<file path="src/rtl/accel_bus_sync_pkg.sv">
package accel_bus_sync_pkg;

    typedef enum logic [1:0] {
        SQ_IDLE = 2'd0,
        SQ_WAIT = 2'd1,
        SQ_BUS  = 2'd2,
        SQ_DONE = 2'd3
    } seq_state_t;

    function automatic logic addr_in_range(
        input logic [31:0] addr,
        input logic [31:0] lo,
        input logic [31:0] hi
    );
        return (addr >= lo) && (addr <= hi);
    endfunction

endpackage

</file>
<file path="src/rtl/abs_region_decode.sv">
module abs_region_decode #(
    parameter int AW   = 16,
    parameter int NWIN = 2,
    parameter logic [NWIN-1:0][AW-1:0] WIN_LO = '0,
    parameter logic [NWIN-1:0][AW-1:0] WIN_HI = '0
) (
    input  logic [AW-1:0] addr,
    output logic          in_slow
);
    import accel_bus_sync_pkg::*;

    logic [NWIN-1:0] hit_vec;

    for (genvar w = 0; w < NWIN; w++) begin : g_win
        assign hit_vec[w] = addr_in_range(32'(addr), 32'(WIN_LO[w]), 32'(WIN_HI[w]));
    end

    assign in_slow = |hit_vec;
endmodule

</file>
<file path="src/rtl/abs_sequencer.sv">
module abs_sequencer (
    input  logic clk,
    input  logic rst,
    input  logic need_slow,
    input  logic slow_start,
    output logic accept,
    output logic end_cycle,
    output logic req,
    output logic ready
);
    import accel_bus_sync_pkg::*;

    seq_state_t state_q, state_d;

    always_comb begin
        state_d = state_q;
        unique case (state_q)
            SQ_IDLE: if (need_slow) state_d = slow_start ? SQ_BUS : SQ_WAIT;
            SQ_WAIT: if (slow_start) state_d = SQ_BUS;
            SQ_BUS:  if (slow_start) state_d = SQ_DONE;
            SQ_DONE: state_d = SQ_IDLE;
            default: state_d = SQ_IDLE;
        endcase
    end

    always_ff @(posedge clk) begin
        if (rst) state_q <= SQ_IDLE;
        else     state_q <= state_d;
    end

    assign accept    = (state_q == SQ_IDLE) && need_slow;
    assign end_cycle = (state_q == SQ_BUS) && slow_start;
    assign req       = (state_q == SQ_BUS);
    assign ready     = ((state_q == SQ_IDLE) && !need_slow) || (state_q == SQ_DONE);
endmodule

</file>
<file path="src/rtl/abs_capture.sv">
module abs_capture #(
    parameter int AW = 16,
    parameter int DW = 8
) (
    input  logic          clk,
    input  logic          rst,
    input  logic          accept,
    input  logic          end_cycle,
    input  logic          in_we,
    input  logic [AW-1:0] in_addr,
    input  logic [DW-1:0] in_wdata,
    input  logic [DW-1:0] bus_rdata,
    output logic          hold_we,
    output logic [AW-1:0] hold_addr,
    output logic [DW-1:0] hold_wdata,
    output logic [DW-1:0] hold_rdata
);
    typedef struct packed {
        logic          we;
        logic [AW-1:0] addr;
        logic [DW-1:0] wdata;
    } access_t;

    access_t       acc_q;
    logic [DW-1:0] rd_q;

    always_ff @(posedge clk) begin
        if (rst) begin
            acc_q <= '0;
            rd_q  <= '0;
        end else begin
            if (accept) acc_q <= '{we: in_we, addr: in_addr, wdata: in_wdata};
            if (end_cycle && !acc_q.we) rd_q <= bus_rdata;
        end
    end

    assign hold_we    = acc_q.we;
    assign hold_addr  = acc_q.addr;
    assign hold_wdata = acc_q.wdata;
    assign hold_rdata = rd_q;
endmodule

</file>
<file path="src/rtl/accel_bus_sync.sv">
module accel_bus_sync #(
    parameter int AW   = 16,
    parameter int DW   = 8,
    parameter int NWIN = 2,
    parameter logic [NWIN-1:0][AW-1:0] WIN_LO = {16'hC000, 16'h0400},
    parameter logic [NWIN-1:0][AW-1:0] WIN_HI = {16'hCFFF, 16'h0BFF}
) (
    input  logic          clk,
    input  logic          rst,
    input  logic          slow_start,
    input  logic          cpu_valid,
    input  logic          cpu_we,
    input  logic [AW-1:0] cpu_addr,
    input  logic [DW-1:0] cpu_wdata,
    input  logic          cpu_cache_hit,
    output logic          cpu_ready,
    output logic [DW-1:0] cpu_rdata,
    output logic          slow_req,
    output logic          slow_we,
    output logic [AW-1:0] slow_addr,
    output logic [DW-1:0] slow_wdata,
    input  logic [DW-1:0] slow_rdata
);
    logic in_slow, need_slow, accept, end_cycle;

    abs_region_decode #(.AW(AW), .NWIN(NWIN), .WIN_LO(WIN_LO), .WIN_HI(WIN_HI)) u_decode (
        .addr    (cpu_addr),
        .in_slow (in_slow)
    );

    // Writes in a slow window always go to the bus; reads only on a cache miss.
    assign need_slow = cpu_valid && in_slow && (cpu_we || !cpu_cache_hit);

    abs_sequencer u_seq (
        .clk        (clk),
        .rst        (rst),
        .need_slow  (need_slow),
        .slow_start (slow_start),
        .accept     (accept),
        .end_cycle  (end_cycle),
        .req        (slow_req),
        .ready      (cpu_ready)
    );

    abs_capture #(.AW(AW), .DW(DW)) u_cap (
        .clk        (clk),
        .rst        (rst),
        .accept     (accept),
        .end_cycle  (end_cycle),
        .in_we      (cpu_we),
        .in_addr    (cpu_addr),
        .in_wdata   (cpu_wdata),
        .bus_rdata  (slow_rdata),
        .hold_we    (slow_we),
        .hold_addr  (slow_addr),
        .hold_wdata (slow_wdata),
        .hold_rdata (cpu_rdata)
    );
endmodule

</file>
<file path="config.mk">
export PLATFORM = sky130hd
export DESIGN_NAME = accel_bus_sync
export DESIGN_NICKNAME = d
export VERILOG_FILES = /design/src/rtl/accel_bus_sync_pkg.sv /design/src/rtl/abs_region_decode.sv /design/src/rtl/abs_sequencer.sv /design/src/rtl/abs_capture.sv /design/src/rtl/accel_bus_sync.sv
export SDC_FILE = /design/constraint.sdc
export NUM_CORES = 1
export LEC_CHECK = 0
export ABC_AREA = 1
export ABC_CLOCK_PERIOD_IN_PS = 1480
export BUFFER_PORTS_ARGS = -buffer_cell sky130_fd_sc_hd__buf_2
export CORE_MARGIN = 1
export CORE_UTILIZATION = 40
export CTS_CLUSTER_DIAMETER = 80
export DETAILED_ROUTE_END_ITERATION = 10
export GPL_TIMING_DRIVEN = 0
export PLACE_DENSITY = 0.68
export SLEW_MARGIN = 20
export SYNTH_ARGS = -nofsm -noshare
export SYNTH_HDL_FRONTEND = slang
export SYNTH_HIERARCHICAL = 1
export SYNTH_SLANG_ARGS = --single-unit
</file>
<file path="constraint.sdc">
create_clock -name clk -period 1.48 [get_ports clk]
set_input_delay 0.222 -clock clk [delete_from_list [all_inputs] [get_ports clk]]
set_output_delay 0.222 -clock clk [all_outputs]
set_load 0.005 [all_outputs]
</file>
==> metrics.yaml <==
status:
  outcome: "complete, no violations"
cts:
  insertion_delay_ps: 280
  numCtsBuffers: 5
  ctsHtreeMaxLevel: 2
  cts_tree: "built"
  postCtsHoldBufs: 0
  cts.clk_slew.worst_paths_ps: 70
  cts_root_buffer: "clkbuf_8"
  cts.sink_count: 35
  cts_buffer_depth: 2
sta:
  holdWs_ps: 165.0
  fin_crit_ps: 1372
  rsz0062_at_grt: "no"
  finalSetupTns_ps: 0
  skew_ps: 6.816
  timing.final.crit_share: 0.9267
  final-setup-viol-count: 0
  relSlewSlack: 0.8492
  tightest_slew_ps: 225.9
  slew_violations: 0
  hold_violations: 0
  fmax_mhz: 729.1
pwr:
  pwr-share-comb: 0.295
  seqPwrFrac: 0.447
  power_switching_uw: 760.4
  internal-power_uw: 1716
  cellLeakagePower_uw: 0.001144
  cellPowerDensity_nw_per_um2: 1220
  p_total_uw: 2476
  pwr-share-clk: 0.258
  irDropWorstVdd_mv: 0.6373
  switching_share: 0.3070
worst_setup_path:
  critical_path_class: "flip-flop to output pin"
  path_cells: "inv_2, ha_1, nand2_2, nand2_1, buf_2"
  rrSetupSlack_ps: 170
  worst-path-buf-inv: 2
  cp-startpoint: "u_seq/state_q[1]"
  critical-path-top-delay-family: "flip-flops"
  crit_slowest_cell: "dfxtp_2"
  cp-end-kind: "output pin"
  reg2regPathDepth: 7
  critPathRequiredTime_ps: 1260
  startpoint_type: "flip-flop"
  rr_endpoint: "u_cap/hold_addr[0]"
  worst-path-stages: 5
  slowest_delay_ps: 370
  endpoint: "cpu_ready"
  rr_startpoint: "u_seq/state_q[1]"
  critPathMaxFanout: 4
  crit_arrival_ps: 1150
flow_run:
  drv_cap: 0
global_routing:
  antenna_found_initial: 0
  grt_max_degree: 11
  grt_overflow: 0
  grt_pass1_vias: 1317
  grt_pass1_wl_mm: 5.554
  grtUsageTotal: 0.1764
synthesis:
  yosysMostFrequentCell: "nor2_1"
  yosysSeqAreaShare: 0.4690
  synth-edff-count: 0
  synth.area.top_cells: "dfxtp_1 47%, nor2_1 18%, o21ai_0 8.7%"
  synthArstFlopShare: 0
  synth_common_cells: "71 x nor2_1, 35 x dfxtp_1, 26 x o21ai_0"
  ys_ff_latch: 35
  synthesis.nets: 250
  syn_avg_cell_area_sq_um: 7.217
  synthDistinctLibCells: 18
  synthCells: 207
  synth_top_area_cell: "dfxtp_1"
  synth_top_area_share: 0.4690
  synth_flop_cell: "dfxtp_1"
  synth_warnings: 6
  synthesis.area_sq_um: 1494
cells_and_area:
  fin_cells: 335
  layout-drive-gt1-share: 0.3460
  n_antenna_cell: 0
  nFillCells: 344
  fin_nets: 331
  area_delta_synth_final_pct: 35.85
placement:
  place.detailed.hpwl_mm: 2.418
  place.gp.congestion: 0.7983
  placed_cells: 325
  port-buffer-count: 72
detailed_routing:
  drc_errors: 0
  vias: 1473
  ant_nets: 0
  route.detailed.wl_per_inst_um: 9.642
  drt_iter0_drc: 102
  viasPerCell: 4.397
  routed_wl_mm: 3.230
  firstDrtPassIters: 4
die:
  core_area_sq_um: 3468
  dieArea_sq_um: 3984
  top_level_ports: 73
  die_h_um: 63.12
  row_count: 21
  start_util: 0.4307
  die_w_um: 63.12
worst_hold_path:
  holdPathStages: 3
  hold_path.class: "input port to flip-flop"
power groups by stage:
stage | Combinational (uW) | Clock (uW) | Sequential [uW]
5_1_grt | 853 | 693 | 1120
4_1_cts | 684 | 658 | 1090
6_report | 730 | 640 | 1110
2_1_floorplan | 445 | 0 | 1120
3_5_place_dp | 683 | 0 | 1110
3_3_place_gp | 673 | 0 | 1110
cells in the final DEF (no fill, tap or decap), types with 5 or more instances in the layout:
cell,instances
dfxtp_1,33
o21ai_0,22
nor2_1,71
buf_2,72
inv_1,20
clkbuf_8,5
nand3_1,9
nand2_1,22
worst min-delay path by stage:
stage	slack, ps	start	end
2_1_floorplan	360	cpu_we	u_cap/hold_we
3_3_place_gp	440	cpu_wdata[5]	u_cap/hold_wdata[5]
3_5_place_dp	450	cpu_wdata[5]	u_cap/hold_wdata[5]
4_1_cts	160	cpu_wdata[5]	u_cap/hold_wdata[5]
5_1_grt	170	cpu_addr[0]	u_cap/hold_addr[0]
6_report	160	cpu_wdata[5]	u_cap/hold_wdata[5]
area by class of cell:
class	count	area, sq um	share of cell area
buffer	8	66.31	0.03268
clock buffer	7	76.32	0.03761
clock inverter	1	5.005	0.002466
inverter	24	90.09	0.04439
multi-input combinational	140	655.6	0.3231
sequential	35	703.2	0.3465
tap	46	57.56	0.02836
timing repair buffer	74	375.4	0.1850
cells by family (layout without fill, tap and decap cells):
logic type / after synthesis / count (layout) / share of synthesized area
and+or+nand+nor: 107 / 107 / 0.2889
DFF: 35 / 35 / 0.4690
buffers and inverters: 32 / 114 / 0.1022
AOI/OAI and AO/OA: 28 / 28 / 0.09799
adders and majority gates: 5 / 5 / 0.04188
flip-flops by register name (all words and copies together), names as in the netlist:
signal,count
u_cap/hold_addr,16
u_cap/hold_rdata,8
u_cap/hold_wdata,8
u_cap/hold_we,1
u_seq/state_q,2
metal layers:
metal / track usage / vias up / share of wire
li1: - / 795 / -
met1: 0.2258 / 634 / 0.50
met2: 0.2836 / 42 / 0.44
met3: 0.04167 / 2 / 0.051
met4: 0.06977 / 0 / 0.0084
met5: 0 / - / 0
worst min-delay path, stage by stage:
cell and delay, ps:
buf_2 70, nor2_1 30, nor2_1 80
what timing repair did:
| item | in CTS | in global routing |
|---|---|---|
| buffers inserted | 0 | 2 |
| setup endpoints to repair | 0 | 30 |
| gates resized for setup | 0 | 13 |
per-stage QoR:
step | util | instance area, sq um | worst slack, ps
floorplan | - | 1494 | 218.8
finish | 0.5851 | 2029 | 108.5
detailed placement | 0.5512 | 1912 | -134.9
global placement | 0.5512 | 1912 | -132.9
CTS | 0.5747 | 1993 | 23.72
global route | 0.5851 | 2029 | 5.438
Power figures use the tool's default switching activity.
